===== src/rtl/mbx_pkg.sv =====
package mbx_pkg;

   // Lane usage for the current bus cycle
   typedef struct packed {
      logic use_hi;
      logic use_lo;
      logic bhe_n;
   } lane_ctl_t;

endpackage


===== src/rtl/mbx_lane_steer.sv =====
module mbx_lane_steer
   import mbx_pkg::*;
#(
   parameter int LANE_W = 8
) (
   input  logic                  wide_i,
   input  logic                  a0_i,
   input  logic                  whole_i,
   input  logic                  part_i,
   input  logic [2*LANE_W-1:0]   wdata_i,
   output lane_ctl_t             ctl_o,
   output logic [LANE_W-1:0]     hi_data_o,
   output logic [LANE_W-1:0]     lo_data_o
);

   logic [LANE_W-1:0] byte_v;

   // Second half of a split word carries the upper data byte
   assign byte_v = part_i ? wdata_i[2*LANE_W-1:LANE_W] : wdata_i[LANE_W-1:0];

   always_comb begin
      ctl_o     = '{use_hi: 1'b0, use_lo: 1'b0, bhe_n: 1'b1};
      hi_data_o = '0;
      lo_data_o = '0;
      if (wide_i && whole_i) begin
         ctl_o     = '{use_hi: 1'b1, use_lo: 1'b1, bhe_n: 1'b0};
         hi_data_o = wdata_i[2*LANE_W-1:LANE_W];
         lo_data_o = wdata_i[LANE_W-1:0];
      end else if (wide_i && a0_i) begin
         ctl_o     = '{use_hi: 1'b1, use_lo: 1'b0, bhe_n: 1'b0};
         hi_data_o = byte_v;
      end else begin
         ctl_o     = '{use_hi: 1'b0, use_lo: 1'b1, bhe_n: 1'b1};
         lo_data_o = byte_v;
      end
   end

endmodule


===== src/rtl/mbx_sequencer.sv =====
module mbx_sequencer #(
   parameter int ADDR_W = 24,
   parameter int DATA_W = 16
) (
   input  logic               clk,
   input  logic               rst_n,
   input  logic               req_valid_i,
   input  logic [ADDR_W-1:0]  req_addr_i,
   input  logic [DATA_W-1:0]  req_wdata_i,
   input  logic               req_word_i,
   input  logic               req_write_i,
   input  logic               req_internal_i,
   input  logic               req_wide_i,
   input  logic               req_special_i,
   input  logic               en_n_i,
   output logic               active_o,
   output logic               part_o,
   output logic [ADDR_W-1:0]  addr_o,
   output logic [DATA_W-1:0]  wdata_o,
   output logic               write_o,
   output logic               internal_o,
   output logic               wide_o,
   output logic               whole_o,
   output logic               special_o,
   output logic               capture_o,
   output logic               finish_o,
   output logic               done_o
);

   localparam logic [ADDR_W-1:0] ADDR_ONE = {{(ADDR_W-1){1'b0}}, 1'b1};

   logic active_q, part_q, seen_low_q, done_q;
   logic split_q, word_q, write_q, int_q, wide_q, special_q;
   logic [ADDR_W-1:0] addr_q;
   logic [DATA_W-1:0] wdata_q;
   logic last_part;
   logic req_split;

   assign req_split = req_word_i && (!req_wide_i || req_addr_i[0]);
   assign last_part = !(split_q && !part_q);

   always_ff @(posedge clk or negedge rst_n) begin
      if (!rst_n) begin
         active_q   <= 1'b0;
         part_q     <= 1'b0;
         seen_low_q <= 1'b0;
         done_q     <= 1'b0;
         split_q    <= 1'b0;
         word_q     <= 1'b0;
         write_q    <= 1'b0;
         int_q      <= 1'b0;
         wide_q     <= 1'b0;
         special_q  <= 1'b0;
         addr_q     <= '0;
         wdata_q    <= '0;
      end else begin
         done_q <= 1'b0;
         if (!active_q) begin
            if (req_valid_i) begin
               active_q   <= 1'b1;
               part_q     <= 1'b0;
               seen_low_q <= 1'b0;
               split_q    <= req_split;
               word_q     <= req_word_i;
               write_q    <= req_write_i;
               int_q      <= req_internal_i;
               wide_q     <= req_wide_i;
               special_q  <= req_special_i;
               addr_q     <= req_addr_i;
               wdata_q    <= req_wdata_i;
            end
         end else if (!en_n_i) begin
            seen_low_q <= 1'b1;
         end else if (seen_low_q) begin
            seen_low_q <= 1'b0;
            if (!last_part) begin
               part_q <= 1'b1;
               addr_q <= addr_q + ADDR_ONE;
            end else begin
               active_q <= 1'b0;
               done_q   <= 1'b1;
            end
         end
      end
   end

   assign active_o   = active_q;
   assign part_o     = part_q;
   assign addr_o     = addr_q;
   assign wdata_o    = wdata_q;
   assign write_o    = write_q;
   assign internal_o = int_q;
   assign wide_o     = wide_q;
   assign whole_o    = word_q && !split_q;
   assign special_o  = special_q;
   assign capture_o  = active_q && !en_n_i;
   assign finish_o   = active_q && en_n_i && seen_low_q && last_part;
   assign done_o     = done_q;

   AST_SPLIT_STEP: assert property (@(posedge clk) disable iff (!rst_n)
      $rose(part_q) |-> (addr_q == $past(addr_q) + ADDR_ONE));

endmodule


===== src/rtl/mbx_read_capture.sv =====
module mbx_read_capture #(
   parameter int LANE_W = 8
) (
   input  logic                 clk,
   input  logic                 rst_n,
   input  logic                 capture_i,
   input  logic                 finish_i,
   input  logic                 whole_i,
   input  logic                 sel_hi_i,
   input  logic                 part_i,
   input  logic                 internal_i,
   input  logic [LANE_W-1:0]    hi_pin_i,
   input  logic [LANE_W-1:0]    lo_pin_i,
   input  logic [2*LANE_W-1:0]  int_rdata_i,
   output logic [2*LANE_W-1:0]  rdata_o
);

   logic [2*LANE_W-1:0] asm_q;
   logic [2*LANE_W-1:0] rdata_q;
   logic [LANE_W-1:0]   byte_in;

   assign byte_in = sel_hi_i ? hi_pin_i : lo_pin_i;

   always_ff @(posedge clk or negedge rst_n) begin
      if (!rst_n) begin
         asm_q   <= '0;
         rdata_q <= '0;
      end else begin
         if (capture_i) begin
            if (whole_i)
               asm_q <= {hi_pin_i, lo_pin_i};
            else if (!part_i)
               asm_q <= {{LANE_W{1'b0}}, byte_in};
            else
               asm_q[2*LANE_W-1:LANE_W] <= byte_in;
         end
         if (finish_i)
            rdata_q <= internal_i ? int_rdata_i : asm_q;
      end
   end

   assign rdata_o = rdata_q;

endmodule


===== src/rtl/mbx_bus_iface.sv =====
module mbx_bus_iface
   import mbx_pkg::*;
#(
   parameter int              ADDR_W     = 24,
   parameter int              DATA_W     = 16,
   parameter bit              SPECIAL_EN = 1'b1,
   parameter logic [23:0]     SPEC_A     = 24'h00000A,
   parameter logic [23:0]     SPEC_B     = 24'h00000C,
   localparam int             LANE_W     = DATA_W / 2
) (
   input  logic               clk,
   input  logic               rst_n,
   input  logic               req_valid_i,
   output logic               req_ready_o,
   input  logic [ADDR_W-1:0]  req_addr_i,
   input  logic [DATA_W-1:0]  req_wdata_i,
   input  logic               req_word_i,
   input  logic               req_write_i,
   input  logic               req_internal_i,
   input  logic               narrow_bus_i,
   input  logic               en_n_i,
   input  logic [DATA_W-1:0]  int_rdata_i,
   output logic [LANE_W-1:0]  addr_pin_o,
   output logic [LANE_W-1:0]  hi_pin_o,
   output logic               hi_pin_oe_o,
   input  logic [LANE_W-1:0]  hi_pin_i,
   output logic [LANE_W-1:0]  lo_pin_o,
   output logic               lo_pin_oe_o,
   input  logic [LANE_W-1:0]  lo_pin_i,
   output logic               rw_o,
   output logic               bhe_n_o,
   output logic               int_timed_o,
   output logic               done_o,
   output logic [DATA_W-1:0]  rdata_o
);

   // Elaboration-time parameter checks
   if (DATA_W % 2 != 0) begin : g_bad_data
      $error("DATA_W must be even");
   end
   if (ADDR_W != 3 * LANE_W) begin : g_bad_addr
      $error("ADDR_W must equal three lane widths");
   end
   if (ADDR_W != 24) begin : g_bad_spec
      $error("special addresses are defined for a 24-bit address");
   end

   logic req_special, req_wide;

   if (SPECIAL_EN) begin : g_spec
      assign req_special = (req_addr_i[ADDR_W-1:1] == SPEC_A[ADDR_W-1:1]) ||
                           (req_addr_i[ADDR_W-1:1] == SPEC_B[ADDR_W-1:1]);
   end else begin : g_nospec
      assign req_special = 1'b0;
   end

   assign req_wide = !narrow_bus_i || req_special;

   logic              active, part, write_q, int_q, wide_q, whole_q, special_q;
   logic              capture, finish;
   logic [ADDR_W-1:0] addr_q;
   logic [DATA_W-1:0] wdata_q;

   mbx_sequencer #(.ADDR_W(ADDR_W), .DATA_W(DATA_W)) u_seq (
      .clk            (clk),
      .rst_n          (rst_n),
      .req_valid_i    (req_valid_i),
      .req_addr_i     (req_addr_i),
      .req_wdata_i    (req_wdata_i),
      .req_word_i     (req_word_i),
      .req_write_i    (req_write_i),
      .req_internal_i (req_internal_i),
      .req_wide_i     (req_wide),
      .req_special_i  (req_special),
      .en_n_i         (en_n_i),
      .active_o       (active),
      .part_o         (part),
      .addr_o         (addr_q),
      .wdata_o        (wdata_q),
      .write_o        (write_q),
      .internal_o     (int_q),
      .wide_o         (wide_q),
      .whole_o        (whole_q),
      .special_o      (special_q),
      .capture_o      (capture),
      .finish_o       (finish),
      .done_o         (done_o)
   );

   lane_ctl_t         ctl;
   logic [LANE_W-1:0] hi_data, lo_data;

   mbx_lane_steer #(.LANE_W(LANE_W)) u_steer (
      .wide_i    (wide_q),
      .a0_i      (addr_q[0]),
      .whole_i   (whole_q),
      .part_i    (part),
      .wdata_i   (wdata_q),
      .ctl_o     (ctl),
      .hi_data_o (hi_data),
      .lo_data_o (lo_data)
   );

   mbx_read_capture #(.LANE_W(LANE_W)) u_rd (
      .clk         (clk),
      .rst_n       (rst_n),
      .capture_i   (capture),
      .finish_i    (finish),
      .whole_i     (whole_q),
      .sel_hi_i    (wide_q && addr_q[0]),
      .part_i      (part),
      .internal_i  (int_q),
      .hi_pin_i    (hi_pin_i),
      .lo_pin_i    (lo_pin_i),
      .int_rdata_i (int_rdata_i),
      .rdata_o     (rdata_o)
   );

   logic addr_phase, data_wr, hi_drv, lo_drv;

   assign addr_phase = active && en_n_i;
   assign data_wr    = active && !en_n_i && write_q;
   assign hi_drv     = data_wr && ctl.use_hi;
   assign lo_drv     = data_wr && ctl.use_lo;

   assign addr_pin_o  = addr_q[LANE_W-1:0];
   assign hi_pin_o    = addr_phase ? addr_q[2*LANE_W-1:LANE_W] : (hi_drv ? hi_data : '0);
   assign lo_pin_o    = addr_phase ? addr_q[3*LANE_W-1:2*LANE_W] : (lo_drv ? lo_data : '0);
   assign hi_pin_oe_o = addr_phase || hi_drv;
   assign lo_pin_oe_o = addr_phase || lo_drv;
   assign rw_o        = !(active && write_q);
   assign bhe_n_o     = active ? ctl.bhe_n : 1'b1;
   assign int_timed_o = active && (int_q || special_q);
   assign req_ready_o = !active;

   AST_ADDR_DRIVE: assert property (@(posedge clk) disable iff (!rst_n)
      (active && en_n_i) |-> (hi_pin_oe_o && lo_pin_oe_o));
   AST_READ_RELEASE: assert property (@(posedge clk) disable iff (!rst_n)
      (active && !en_n_i && !write_q) |-> (!hi_pin_oe_o && !lo_pin_oe_o));
   AST_NARROW_LANE: assert property (@(posedge clk) disable iff (!rst_n)
      (active && !en_n_i && !wide_q) |-> (!hi_pin_oe_o && bhe_n_o));
   AST_DONE_SINGLE: assert property (@(posedge clk) disable iff (!rst_n)
      done_o |=> !done_o);
   AST_IDLE_FLOAT: assert property (@(posedge clk) disable iff (!rst_n)
      req_ready_o |-> (!hi_pin_oe_o && !lo_pin_oe_o && rw_o));

endmodule


===== config.mk =====
export PLATFORM = sky130hd
export DESIGN_NAME = mbx_bus_iface
export DESIGN_NICKNAME = d
export VERILOG_FILES = /design/src/rtl/mbx_pkg.sv /design/src/rtl/mbx_lane_steer.sv /design/src/rtl/mbx_sequencer.sv /design/src/rtl/mbx_read_capture.sv /design/src/rtl/mbx_bus_iface.sv
export SDC_FILE = /design/constraint.sdc
export NUM_CORES = 1
export LEC_CHECK = 0
export BUFFER_PORTS_ARGS = -buffer_cell sky130_fd_sc_hd__buf_2
export CAP_MARGIN = 40
export CORE_UTILIZATION = 33
export DETAILED_ROUTE_END_ITERATION = 12
export PLACE_DENSITY = 0.54
export RECOVER_POWER = 50
export SLEW_MARGIN = 20
export SYNTH_ARGS = -nofsm -noshare
export SYNTH_HDL_FRONTEND = slang
export SYNTH_SLANG_ARGS = --single-unit

===== constraint.sdc =====
create_clock -name clk -period 2.9 [get_ports clk]
set_input_delay 0.29 -clock clk [delete_from_list [all_inputs] [get_ports clk]]
set_output_delay 0.29 -clock clk [all_outputs]
set_load 0.02 [all_outputs]

== After elaboration in Yosys (flattened, before gate mapping) ==
Cells that the tools add are included.

* Register bits: 82
* Bits of input ports: 80
* Output and inout port bits: 47
* Word-level logic and storage cells: 93

* Add/subtract/negate cells: 1
* Equality and inequality tests: 6
* Multiplexer cells: 38
* Bitwise logic cells: 1
* Reductions and logical operators: 32

{| class="wikitable"
|+ Operators by type and width
! operator !! number
|-
| two-way mux 24 bit || 5
|-
| two-way mux 8 bit || 12
|-
| == test 23 x 3 -> 1 bit (second input constant) || 2
|-
| two-way mux 16 bit || 2
|-
| adder 24 x 1 -> 24 bit (second input constant) || 1
|-
| two-way mux 1 bit || 17
|-
| logical AND 1 bit || 14
|-
| zero test 1 bit || 8
|-
| logical OR 1 bit || 6
|-
| two-way mux 3 bit || 2
|-
| != test 2 bit (second input constant) || 3
|-
| AND reduction 2 bit || 2
|-
| AND reduction 4 bit || 1
|-
| != test 2 x 1 -> 1 bit (second input constant) || 1
|-
| nonzero test 2 bit || 1
|-
| inverter 1 bit || 1
|}

== Logic depth before layout (Yosys ltp) ==
Gate-level depths: netlist (run 1).

* Depth in word-level cells: 7
* Gate-level depth with buffers: 8
* Depth with buffers taken out: 6

== Modules after synthesis ==
A second synthesis (run 1) with hierarchy kept.

* Cells, all modules: 558
* Area, all modules: 4954.8 µm²

{| class="wikitable"
|+ By module, submodules not included
! module !! instances !! cells an instance !! area an instance (µm²) !! seq. area each (µm²)
|-
| mbx_sequencer || 1 || 282 || 2466.1 || 1251.2
|-
| mbx_read_capture || 1 || 151 || 1665.3 || 800.8
|-
| mbx_lane_steer || 1 || 81 || 486.7 || 0.0
|-
| mbx_bus_iface || 1 || 44 || 336.6 || 0.0
|}

== Worst setup path before layout (run 1) ==
OpenSTA, ideal clock, no wires.

* Path type: reg2out
* Start: reg u_seq.word_q
* End: out bhe_n_o
* Data arrival time: 1.575 ns
* Data required time: 2.610 ns
* Slack: 1.035 ns
* Stages on the path, launching flop included: 7
* Buffers on the path: 3
* Cell sequence: dfrtp_1 > nor2b_1 > clkbuf_2 > and2_1 > buf_2 > buf_2 > o21ai_0

* Word-level cells in the longest chain between the ends: 4

{| class="wikitable"
|+ Ends and longest elaborated chain
! element !! line !! RTL
|-
| start, declared || mbx_sequencer.sv:33 || <nowiki>logic split_q, word_q, write_q, int_q, wide_q, special_q;</nowiki>
|-
| start signal, assigned || mbx_sequencer.sv:64 || <nowiki>word_q <= req_word_i;</nowiki>
|-
| logical AND 1 bit || mbx_sequencer.sv:94 || <nowiki>assign whole_o = word_q && !split_q;</nowiki>
|-
| logical AND 1 bit || mbx_lane_steer.sv:25 || <nowiki>if (wide_i && whole_i) begin</nowiki>
|-
| two-way mux 3 bit || mbx_lane_steer.sv:25 ||
|-
| two-way mux 1 bit || mbx_bus_iface.sv:132 || <nowiki>assign bhe_n_o = active ? ctl.bhe_n : 1'b1;</nowiki>
|-
| end, declared || mbx_bus_iface.sv:31 || <nowiki>output logic bhe_n_o,</nowiki>
|}

Every way passes these cells.

== Worst setup path after layout (run 1) ==
* Start: reg u_seq.split_q
* End: out hi_pin_o[4]

* Word-level cells in the longest chain between the ends: 7
* Elaborated cells on any way between the ends: 8
* Those cells by class: mux (4); reduce/logical (4)

{| class="wikitable"
|+ Ends and longest elaborated chain
! element !! line !! RTL
|-
| start, declared || mbx_sequencer.sv:33 ||
|-
| start signal, assigned || mbx_sequencer.sv:63 || <nowiki>split_q <= req_split;</nowiki>
|-
| zero test 1 bit (*) || mbx_sequencer.sv:94 ||
|-
| logical AND 1 bit (*) || mbx_sequencer.sv:94 ||
|-
| logical AND 1 bit (*) || mbx_lane_steer.sv:25 ||
|-
| two-way mux 3 bit || mbx_lane_steer.sv:25 ||
|-
| logical AND 1 bit || mbx_bus_iface.sv:123 || <nowiki>assign hi_drv = data_wr && ctl.use_hi;</nowiki>
|-
| two-way mux 8 bit (*) (2 in a row) || mbx_bus_iface.sv:127 || <nowiki>assign hi_pin_o = addr_phase ? addr_q[2*LANE_W-1:LANE_W] : (hi_drv ? hi_data : '0);</nowiki>
|-
| end, declared || mbx_bus_iface.sv:24 || <nowiki>output logic [LANE_W-1:0] hi_pin_o,</nowiki>
|}

Every way passes the cells marked *; elsewhere a longest branch is shown, timed or not.

==> out/qor.csv, run 1 <==
stage;metric;value;unit
outcome;status;complete, but fails checks;
outcome;violated checks;capacitance limit, slew limit;
finish;nets;720;
setup_path;reg-to-reg slack, setup;0.88;ns
finish;antenna cell count;0;
setup_path;CP Capture Type;output port;
synthesis;syn_area_per_cell;8.52;um2
setup_path;crit path cell chain;nor2b_1 -> buf_4 -> and2_1 -> nor2_1 -> nor2_2 -> a22o_1 -> buf_2;
hold_path;WHS Path Cells;3;
floorplan;Top-Level Pins;127;
clock_network;Setup Fix Bufs, Post-CTS;0;
setup_path;CP Max Fanout;20;
floorplan;Initial Utilization;34.1;%
clock_network;Max Buffers Root-to-Sink;2;
detailed_routing;# DRC;0;
clock_network;worst skew pair latency;0.34;ns
placed_design;port buffer count;126;
power;worst vdd rail ir drop;0.305;mV
timing;Fmax;0.374;GHz
clock_network;H-tree levels;3;
placed_design;routability congestion estimate;0.886;
power;Flop pwr share;37.7;%
placed_design;DP Area;5320;um2
timing;Slew Limit Fails;26;
timing;final hold slack;0.144;ns
timing;RSZ-0062 raised after global routing;no;
clock_network;register clock-pin slew on the reported worst setup and hold paths;0.06;ns
global_routing;GR Util All Layers;19.6;%
timing;final hold viol count;0;
finish;Post-Layout Inst Area;5580;um2
clock_network;CTS tree;built;
power;P_sw;2.38;mW
placed_design;hpwl dp;9.98;mm
global_routing;initial antenna violation count;0;
clock_network;root buffer cell;clkbuf_16;
detailed_routing;wire per inst;16.7;um
synthesis;post-synthesis net count;616;
finish;multi-input logic area;2290;um2
timing;Final Setup Violations;0;
power;leakage power figure;2.55;nW
global_routing;vias in the first global route;4174;
setup_path;RR Endpoint;u_seq.addr_o[12]$_DFFE_PN0P_;
detailed_routing;DRT Pass-1 Iters;5;
global_routing;first-pass GRT wire length;21.8;mm
detailed_routing;vias;4361;
synthesis;Yosys cell types;41;
power;Switching Fraction;43.1;%
detailed_routing;post-route ant nets;0;
synthesis;Synth Instances;535;
setup_path;critical path type;reg2out;
timing;fin crit share;92.2;%
timing;final setup TNS;0;ns
finish;synth-to-layout area growth;22.5;%
setup_path;FF-to-FF path depth;6;
power;cell internal pwr;3.14;mW
global_routing;largest net degree at the start of global routing;58;
synthesis;Post-synth EDFFs;0;
hold_path;hold path endpoint;u_seq.wdata_o[8]$_DFFE_PN0P_;
synthesis;Synth warnings;0;
timing;fin crit period;2.67;ns
global_routing;GR Overflow Total;0;
synthesis;Post-synth top flop;dfrtp_1;
detailed_routing;First DRT Iteration DRCs;228;
power;Pwr Density;989;nW/um2
clock_network;post_cts resized;0;
power;power share of the clock group;20.6;%
floorplan;core area;13300;um2
clock_network;CTS Buf Count;9;
hold_path;HP Class;in2reg;
floorplan;Die Height;120;um
synthesis;Post-Syn Area;4560;um2
finish;Final Util;41.8;%
finish;layout cell share with drive strength beyond 1;21.7;%
synthesis;Yosys reg bits;82;
setup_path;Worst EP arrival;2.38;ns
timing;clk_skew;0.00489;ns
setup_path;worst path required time;2.61;ns
finish;commonest non-fill, non-tap cell in the layout;nand2_1;
job;MaxCap Viol Count;1;
finish;flip-flop and latch area;2050;um2
synthesis;Async SR Flop Fraction;100;%
floorplan;cell row count;42;
finish;Fillers;1402;
power;Combinational Power Share;41.7;%
synthesis;sequential area share after synthesis;45.0;%
floorplan;die area;14300;um2
timing;slew margin rel.;-14.3;%
detailed_routing;via/cell ratio;5.32;
timing;Slew @ Worst Pin;1.72;ns
setup_path;Max stage delay on crit path;0.55;ns
clock_network;clock sinks;82;
finish;leading cell types in the layout, fill and taps excluded;nand2_1 (121), buf_2 (102), dfrtp_1 (82);
detailed_routing;drt total wl;13.7;mm
setup_path;CP max stage cell;and2_1;
floorplan;die width;120;um
setup_path;CP Launch Type;flip-flop;
setup_path;Crit Reg-Reg Startpoint;u_seq.part_o$_DFFE_PN0P_;
hold_path;origin of the worst min-delay path;req_wdata_i[8];
## synth_stat cells, types with 2 or more instances
master | instances | share of area, %
nand3_1 | 17 | 1.9
dfrtp_1 | 82 | 45
and3_1 | 6 | 0.82
or2_2 | 2 | 0.27
and4_1 | 2 | 0.38
o22ai_1 | 21 | 2.9
nand2b_1 | 4 | 0.55
nor3_1 | 2 | 0.22
and2_1 | 5 | 0.69
o21ai_0 | 27 | 3.0
a32oi_1 | 2 | 0.38
nand2_1 | 121 | 10
buf_1 | 2 | 0.16
nor2_1 | 39 | 3.2
a22o_1 | 22 | 4.2
buf_4 | 8 | 1.3
a22oi_1 | 6 | 0.99
nor2_2 | 3 | 0.41
a31oi_1 | 9 | 1.2
o31ai_1 | 8 | 1.3
a21oi_1 | 42 | 4.6
o21ai_1 | 4 | 0.44
buf_2 | 13 | 1.4
clkbuf_2 | 2 | 0.22
clkbuf_1 | 21 | 1.7
nor2b_1 | 3 | 0.41
mux2i_1 | 36 | 7.9
nand4_1 | 9 | 1.2
nor4_1 | 5 | 0.69
## routing by layer
layer | wire length, um | track usage, %
met3 | 864 | 4.56
met2 | 6230 | 31.1
met5 | 0 | 0
met1 | 6470 | 27.0
met4 | 149 | 4.84
## logic make-up (layout without fill, tap and decap cells)
group | count (synthesis) | count (layout) | synth area share, %
AO/OA/AOI/OAI | 145 | 145 | 20.0
multiplexers | 36 | 36 | 7.91
XOR/XNOR | 1 | 1 | 0.192
AND/OR/NAND/NOR | 223 | 223 | 21.7
adder cells (fa/ha/maj) | 1 | 1 | 0.274
flip-flops | 82 | 82 | 45.0
buffers and inverters | 47 | 156 | 4.94
## metrics by stage
step	std cells	worst slack (ns)	total power [mW]
CTS	820	0.250	5.62
global route	820	0.00522	5.93
detailed placement	803	0.631	4.45
global placement	802	0.731	4.40
floorplan	535	1.04	3.70
finish	820	0.227	5.52
## worst max path at each step
stage	start	end	cells past startpoint
2_1_floorplan	u_seq.word_q$_DFFE_PN0P_	bhe_n_o	6
3_3_place_gp	u_seq.split_q$_DFFE_PN0P_	hi_pin_o[2]	7
3_5_place_dp	u_seq.split_q$_DFFE_PN0P_	hi_pin_o[4]	7
4_1_cts	u_seq.split_q$_DFFE_PN0P_	hi_pin_o[4]	7
5_1_grt	u_seq.split_q$_DFFE_PN0P_	hi_pin_o[4]	7
6_report	u_seq.split_q$_DFFE_PN0P_	hi_pin_o[4]	7
## worst max-delay path, delay by kind of cell (launching register included)
family	cells	cell delay (ns)
compound gates	1	0.21
buf+inv	2	0.33
flops	1	0.40
simple gates	4	1.10
## flip-flops by register name (all words and copies together), names as in the netlist
register and flops:
u_rd.asm_q 16, u_rd.rdata_o 16, u_seq.active_o 1, u_seq.addr_o 24
u_seq.done_o 1, u_seq.internal_o 1, u_seq.part_o 1, u_seq.seen_low_q 1
u_seq.special_o 1, u_seq.split_q 1, u_seq.wdata_o 16, u_seq.wide_o 1
u_seq.word_q 1, u_seq.write_o 1
## power groups by stage
stage | Sequential, mW | Clock, mW | Combinational [mW]
3_5_place_dp | 2.10 | 0 | 2.34
6_report | 2.08 | 1.14 | 2.30
4_1_cts | 2.08 | 1.17 | 2.36
2_1_floorplan | 2.03 | 0 | 1.68
5_1_grt | 2.16 | 1.21 | 2.57
3_3_place_gp | 2.09 | 0 | 2.31
## timing repair
item                                    in CTS  in global routing
hold buffers                                 1                  0
endpoints found under the setup margin       0                  0
endpoints found under the hold margin       25                  0
## final cells by class
cell class | instances | share of cell area, %
clock inverters | 5 | 0.986
repair buffers | 139 | 13.1
multi-input cells | 406 | 41.0
flip-flops and latches | 82 | 36.7
clock buffers | 11 | 4.17
inverters | 1 | 0.0672
well taps | 176 | 3.94
(Power assumes the default switching activity.)
==> run 2: changes to the inputs <==
--- a/config.mk
+++ b/config.mk
@@ -7,9 +7,9 @@
 export LEC_CHECK = 0
 export BUFFER_PORTS_ARGS = -buffer_cell sky130_fd_sc_hd__buf_2
 export CAP_MARGIN = 40
-export CORE_UTILIZATION = 33
+export CORE_UTILIZATION = 57
 export DETAILED_ROUTE_END_ITERATION = 12
-export PLACE_DENSITY = 0.54
+export PLACE_DENSITY = 0.85
 export RECOVER_POWER = 50
 export SLEW_MARGIN = 20
 export SYNTH_ARGS = -nofsm -noshare
==> run 2 against run 1 <==
Against the previous run: setup slack got worse by 0.016 ns; final area is 3.6% lower; total power fell by 5.4%; global-route usage increased by 9.8 points; worst hold slack worse by 0.026 ns; the flow still finishes with violations (capacitance limit, slew limit); fmax down 0.59%; clock power decreased by 24%; sequential power about the same; critical path depth decreased by 3; die area decreased by 41%; final cell count is 9.0% lower; sequential share of layout area up 1.4 points.
==> out/qor.csv, run 2 (synthesis gave the netlist of run 1 again) <==
stage;metric;value;unit;change
outcome;status;complete, but fails checks;;unchanged
finish;Final Util;69.7;%;was 41.8%
finish;layout cell share with drive strength beyond 1;21.9;%;was 21.7%
job;MaxCap Viol Count;1;;unchanged
setup_path;CP Launch Type;flip-flop;;unchanged
timing;Final Setup Violations;0;;unchanged
global_routing;GR Util All Layers;29.4;%;was 19.6%
floorplan;Top-Level Pins;127;;unchanged
setup_path;critical path type;reg2out;;unchanged
timing;final setup TNS;0;ns;unchanged
global_routing;vias in the first global route;4013;;was 4,174
hold_path;HP Class;in2reg;;unchanged
finish;Fillers;667;;was 1,402
clock_network;H-tree levels;3;;unchanged
floorplan;die width;91.4;um;was 120 um
setup_path;CP Max Fanout;25;;was 20
clock_network;post_cts resized;0;;unchanged
clock_network;CTS Buf Count;9;;unchanged
floorplan;Die Height;91.4;um;was 120 um
timing;clk_skew;0.0138;ns;was 0.00489 ns
timing;Fmax;0.372;GHz;was 0.374 GHz
timing;final hold slack;0.118;ns;was 0.144 ns
detailed_routing;via/cell ratio;5.96;;was 5.32
clock_network;Setup Fix Bufs, Post-CTS;0;;unchanged
setup_path;Max stage delay on crit path;0.92;ns;was 0.55 ns
timing;slew margin rel.;-40.6;%;was -14.3%
setup_path;cell class contributing the biggest share of worst-path delay;buffers and inverters;;was simple AND/OR/NAND/NOR gates
timing;final hold viol count;0;;unchanged
timing;Slew @ Worst Pin;2.11;ns;was 1.72 ns
setup_path;crit path cell chain;clkbuf_1 -> inv_1 -> nor2_1 -> buf_2;;was nor2b_1 -> buf_4 -> and2_1 -> nor2_1 -> nor2_2 -> a22o_1 -> buf_2
finish;max reg flops;24;;unchanged
finish;commonest non-fill, non-tap cell in the layout;nand2_1;;unchanged
setup_path;Worst EP arrival;2.40;ns;was 2.38 ns
detailed_routing;wire per inst;16.3;um;was 16.7 um
clock_network;worst skew pair latency;0.36;ns;was 0.34 ns
floorplan;die area;8360;um2;was 14,300 um2
setup_path;worst path required time;2.61;ns;about the same
floorplan;core area;7730;um2;was 13,300 um2
power;Pwr Density;970;nW/um2;was 989 nW/um2
setup_path;CP Capture Type;output port;;unchanged
floorplan;cell row count;32;;was 42
clock_network;clock sinks;82;;unchanged
clock_network;register clock-pin slew on the reported worst setup and hold paths;0.10;ns;was 0.06 ns
timing;RSZ-0062 raised after global routing;no;;unchanged
clock_network;hold_buf cts;1;;unchanged
timing;fin crit share;92.7;%;was 92.2%
setup_path;worst path buffer plus inverter count;3;;was 2
detailed_routing;DRT Pass-1 Iters;5;;unchanged
global_routing;first-pass GRT wire length;19.4;mm;was 21.8 mm
clock_network;root buffer cell;clkbuf_8;;was clkbuf_16
finish;antenna cell count;0;;unchanged
finish;synth-to-layout area growth;18.1;%;was 22.5%
global_routing;largest net degree at the start of global routing;48;;was 58
placed_design;hpwl dp;8.68;mm;was 9.98 mm
finish;nets;720;;unchanged
placed_design;port buffer count;126;;unchanged
power;worst vdd rail ir drop;0.416;mV;was 0.305 mV
clock_network;CTS tree;built;;unchanged
placed_design;routability congestion estimate;0.885;;was 0.886
global_routing;initial antenna violation count;0;;unchanged
power;leakage power figure;2.51;nW;was 2.55 nW
outcome;violated checks;capacitance limit, slew limit;;unchanged
detailed_routing;drt total wl;12.1;mm;was 13.7 mm
detailed_routing;First DRT Iteration DRCs;322;;was 228
placed_design;DP Cell Count;729;;was 803
clock_network;Max Buffers Root-to-Sink;2;;unchanged
finish;final non-filler cell total;746;;was 820
timing;Slew Limit Fails;37;;was 26
finish;leading cell types in the layout, fill and taps excluded;nand2_1 (121), buf_2 (103), dfrtp_1 (82);;was nand2_1 (121), buf_2 (102), dfrtp_1 (82)
global_routing;GR Overflow Total;0;;unchanged
detailed_routing;post-route ant nets;0;;unchanged
floorplan;Initial Utilization;59.0;%;was 34.1%
timing;fin crit period;2.69;ns;was 2.67 ns
setup_path;CP max stage cell;clkbuf_1;;was and2_1
detailed_routing;# DRC;0;;unchanged
detailed_routing;vias;4449;;was 4,361
==> run 2: tightest hold or removal path, stage by stage <==
cell and delay, ns:
buf_2 0.08, nand2_1 0.04, nand2_1 0.05
==> run 2: area by class of cell <==
type | count | area (um2) | share of cell area [%]
clock buffers | 11 | 141 | 2.63
clock inverters | 5 | 62.6 | 1.16
inverters | 1 | 3.75 | 0.0697
multi-input cells | 406 | 2290 | 42.5
flip-flops and latches | 82 | 2050 | 38.1
well taps | 102 | 128 | 2.37
repair buffers | 139 | 711 | 13.2
==> run 2: metal layers <==
metal	global-route usage, %	up-vias	wire (um)
met5	0	-	0
met4	6.75	0	134
met3	4.36	15	872
met2	48.7	202	5810
met1	40.9	2121	5320
li1	-	2111	-
==> run 2: worst paths after layout <==
| path | startpoint | to | slack (ns) | depth (start not counted) |
|---|---|---|---|---|
| max in group asynchronous | rst_n | u_seq.wdata_o[1]$_DFFE_PN0P_ | 0.60 | 2 |
| hold reg to reg | u_seq.special_o$_DFFE_PN0P_ | u_seq.special_o$_DFFE_PN0P_ | 0.50 | 2 |
| setup reg to reg | u_seq.active_o$_DFF_PN0_ | u_seq.addr_o[4]$_DFFE_PN0P_ | 0.43 | 5 |
| setup / recovery | u_seq.active_o$_DFF_PN0_ | int_timed_o | 0.21 | 4 |
| hold / removal | req_write_i | u_seq.write_o$_DFFE_PN0P_ | 0.12 | 3 |
| min in group asynchronous | rst_n | u_seq.addr_o[5]$_DFFE_PN0P_ | 1.09 | 2 |
==> run 2: stage by stage <==
step                setup slack (ns)  total power [mW]  area, um2
CTS                            0.405              5.25       5420
global route                   0.136              5.56       5390
floorplan                       1.04              3.70       4560
detailed placement             0.804              4.39       5210
global placement               0.849              4.31       5190
finish                         0.211              5.22       5390
==> run 2: where the power goes <==
group	internal [mW]	leakage (nW)	switching (mW)
Clock	0.427	0.0962	0.438
Sequential	1.60	1.02	0.456
Combinational	0.861	1.39	1.44
==> run 3: changes to the inputs <==
--- a/config.mk
+++ b/config.mk
@@ -7,10 +7,9 @@
 export LEC_CHECK = 0
 export BUFFER_PORTS_ARGS = -buffer_cell sky130_fd_sc_hd__buf_2
 export CAP_MARGIN = 40
-export CORE_UTILIZATION = 57
+export CORE_UTILIZATION = 48
 export DETAILED_ROUTE_END_ITERATION = 12
-export PLACE_DENSITY = 0.85
-export RECOVER_POWER = 50
+export PLACE_DENSITY = 0.76
 export SLEW_MARGIN = 20
 export SYNTH_ARGS = -nofsm -noshare
 export SYNTH_HDL_FRONTEND = slang
==> constraint.sdc (replaced) <==
create_clock -name clk -period 2.2 [get_ports clk]
set_input_delay 0.22 -clock clk [delete_from_list [all_inputs] [get_ports clk]]
set_output_delay 0.22 -clock clk [all_outputs]
set_load 0.02 [all_outputs]
==> run 3 against run 2 <==
Against the previous run: the run now ends clean; wire length rose by 2.7%; largest cell class unchanged; clock-buffer cell count unchanged; final area rose by 2.9%; first-iteration DRC count decreased by 28%; worst hold slack got worse by 0.071 ns; critical path depth increased by 1; non-clock buffer count increased by 3; sequential power increased by 32%.
==> out/qor.csv, run 3 (synthesis gave the netlist of run 1 again) <==
stage;metric;value;unit;change
outcome;status;finished clean;;was complete, but fails checks
clock_network;clock sinks;82;;unchanged
setup_path;Worst EP arrival;1.88;ns;was 2.40 ns
hold_path;HP Class;in2reg;;unchanged
setup_path;crit path cell chain;nand2b_1 -> nand2_1 -> o21ai_1 -> a22o_1 -> buf_2;;was clkbuf_1 -> inv_1 -> nor2_1 -> buf_2
timing;Slew @ Worst Pin;0.633;ns;was 2.11 ns
setup_path;CP max stage cell;dfrtp_1;;was clkbuf_1
power;Flop pwr share;37.8;%;was 39.3%
global_routing;largest net degree at the start of global routing;49;;was 48
floorplan;cell row count;35;;was 32
placed_design;port buffer count;126;;unchanged
setup_path;worst path buffer plus inverter count;1;;was 3
setup_path;Max stage delay on crit path;0.43;ns;was 0.92 ns
job;MaxCap Viol Count;0;;was 1
global_routing;initial antenna violation count;0;;unchanged
power;power share of the clock group;17.7;%;was 16.6%
timing;clk_skew;0.0114;ns;was 0.0138 ns
timing;Fmax;0.475;GHz;
floorplan;die width;99.4;um;was 91.4 um
detailed_routing;vias;4459;;was 4,449
timing;Final Setup Violations;0;;unchanged
detailed_routing;via/cell ratio;5.75;;was 5.96
timing;Slew Limit Fails;0;;was 37
finish;antenna cell count;0;;unchanged
floorplan;die area;9890;um2;was 8360 um2
placed_design;routability congestion estimate;0.891;;was 0.885
detailed_routing;DRT Pass-1 Iters;5;;unchanged
finish;max reg flops;24;;unchanged
timing;slew margin rel.;57.8;%;was -40.6%
setup_path;cell class contributing the biggest share of worst-path delay;simple AND/OR/NAND/NOR gates;;was buffers and inverters
setup_path;CP Capture Type;output port;;unchanged
setup_path;CP Max Fanout;9;;was 25
detailed_routing;wire per inst;16.1;um;was 16.3 um
setup_path;critical path type;reg2out;;unchanged
power;worst vdd rail ir drop;0.557;mV;was 0.416 mV
clock_network;register clock-pin slew on the reported worst setup and hold paths;0.09;ns;was 0.10 ns
floorplan;core area;9240;um2;was 7730 um2
finish;leading cell types in the layout, fill and taps excluded;buf_2 (125), nand2_1 (121), dfrtp_1 (81);;was nand2_1 (121), buf_2 (103), dfrtp_1 (82)
global_routing;vias in the first global route;4125;;was 4,013
power;P_sw;3.09;mW;was 2.34 mW
detailed_routing;post-route ant nets;0;;unchanged
global_routing;GR Overflow Total;0;;unchanged
timing;final hold viol count;0;;unchanged
floorplan;Initial Utilization;49.3;%;was 59.0%
clock_network;Max Buffers Root-to-Sink;2;;unchanged
clock_network;root buffer cell;clkbuf_8;;unchanged
clock_network;CTS Buf Count;9;;unchanged
detailed_routing;drt total wl;12.5;mm;was 12.1 mm
clock_network;H-tree levels;3;;unchanged
finish;nets;723;;was 720
power;cell internal pwr;4.06;mW;was 2.89 mW
floorplan;Die Height;99.4;um;was 91.4 um
timing;final worst slack;0.0960;ns;was 0.211 ns
setup_path;CP Launch Type;flip-flop;;unchanged
global_routing;GR Util All Layers;26.2;%;was 29.4%
finish;synth-to-layout area growth;21.5;%;was 18.1%
clock_network;CTS tree;built;;unchanged
placed_design;dpl ws;0.0543;ns;was 0.804 ns
power;Pwr Density;1290;nW/um2;was 970 nW/um2
power;Switching Fraction;43.3;%;was 44.7%
power;leakage power figure;2.61;nW;was 2.51 nW
detailed_routing;# DRC;0;;unchanged
placed_design;hpwl dp;8.97;mm;was 8.68 mm
clock_network;worst skew pair latency;0.36;ns;about the same
setup_path;worst path required time;1.98;ns;was 2.61 ns
finish;commonest non-fill, non-tap cell in the layout;buf_2;;was nand2_1
timing;final setup TNS;0;ns;unchanged
timing;fin crit period;2.10;ns;
global_routing;first-pass GRT wire length;20.3;mm;was 19.4 mm
timing;fin crit share;95.6;%;
power;Combinational Power Share;44.5;%;was 44.1%
finish;layout cell share with drive strength beyond 1;26.8;%;was 21.9%
timing;RSZ-0062 raised after global routing;no;;unchanged
floorplan;Top-Level Pins;127;;unchanged
detailed_routing;First DRT Iteration DRCs;231;;was 322
run 3: cell types whose count changed in the layout (fill, tap and decap cells not counted), sizes merged:
cell    change
clkinv      -1
buf        +27
bufinv      +1
clkbuf     -24
inv         -1
run 3: metal layers:
| layer | up-vias | global-route usage (%) | part of all wire, % |
|---|---|---|---|
| li1 | 2122 | - | - |
| met1 | 2124 | 34.7 | 43 |
| met2 | 184 | 42.8 | 47 |
| met3 | 29 | 4.43 | 6.9 |
| met4 | 0 | 10.6 | 2.7 |
| met5 | - | 0 | 0 |
run 3: power groups by stage:
stage / clock network [mW] / logic, mW / registers [mW]
floorplan: 0 / 2.21 / 2.67
global placement: 0 / 3.04 / 2.69
detailed placement: 0 / 3.12 / 2.72
CTS: 1.27 / 3.16 / 2.69
global route: 1.33 / 3.54 / 2.79
finish: 1.27 / 3.18 / 2.71
run 3: repair_timing:
action | 4_1_cts | 5_1_grt
endpoints found under the setup margin | 18 | 18
hold buffers | 1 | 0
gates resized for setup | 5 | 7
buffers inserted | 0 | 1
endpoints found under the hold margin | 36 | 0
run 3: final cells by class:
class | count | area (um2)
inverters | 1 | 3.75
fillers | 850 | 3700
clock inverters | 4 | 75.1
multi-input cells | 406 | 2310
clock buffers | 11 | 151
flip-flops and latches | 82 | 2050
well taps | 129 | 161
repair buffers | 142 | 785
run 3: per-stage QoR:
| step | utilization (%) | instance area (um2) | hold slack [ns] | instances | total power [mW] |
|---|---|---|---|---|---|
| 2_1_floorplan | - | 4560 | -0.0756 | 535 | 4.88 |
| 3_3_place_gp | 57.0 | 5270 | 0.209 | 758 | 5.73 |
| 3_5_place_dp | 57.0 | 5270 | 0.216 | 758 | 5.84 |
| 4_1_cts | 59.7 | 5520 | 0.0443 | 774 | 7.13 |
| 5_1_grt | 60.0 | 5540 | 0.0547 | 775 | 7.65 |
| 6_report | 60.0 | 5540 | 0.0477 | 775 | 7.15 |
run 3: final timing paths:
| path | from | endpoint | slack (ns) | cells after the start |
|---|---|---|---|---|
| max | u_seq.split_q$_DFFE_PN0P_ | hi_pin_o[5] | 0.1 | 5 |
| max reg2reg | u_seq.part_o$_DFFE_PN0P_ | u_seq.addr_o[12]$_DFFE_PN0P_ | 0.34 | 6 |
| min reg2reg | u_rd.asm_q[10]$_DFFE_PN0N_ | u_rd.asm_q[10]$_DFFE_PN0N_ | 0.49 | 2 |
| max in group asynchronous | rst_n | u_seq.wdata_o[1]$_DFFE_PN0P_ | 1.22 | 3 |
| min | req_wdata_i[11] | u_seq.wdata_o[11]$_DFFE_PN0P_ | 0.05 | 3 |
| min in group asynchronous | rst_n | u_rd.rdata_o[13]$_DFFE_PN0P_ | 0.36 | 2 |
run 3: worst register-to-register path, delay by kind of cell, from the launching register on:
family / cells / cell delay (ns)
flops: 1 / 0.57
simple gates: 2 / 0.52
compound gates: 3 / 0.41
buf+inv: 1 / 0.24
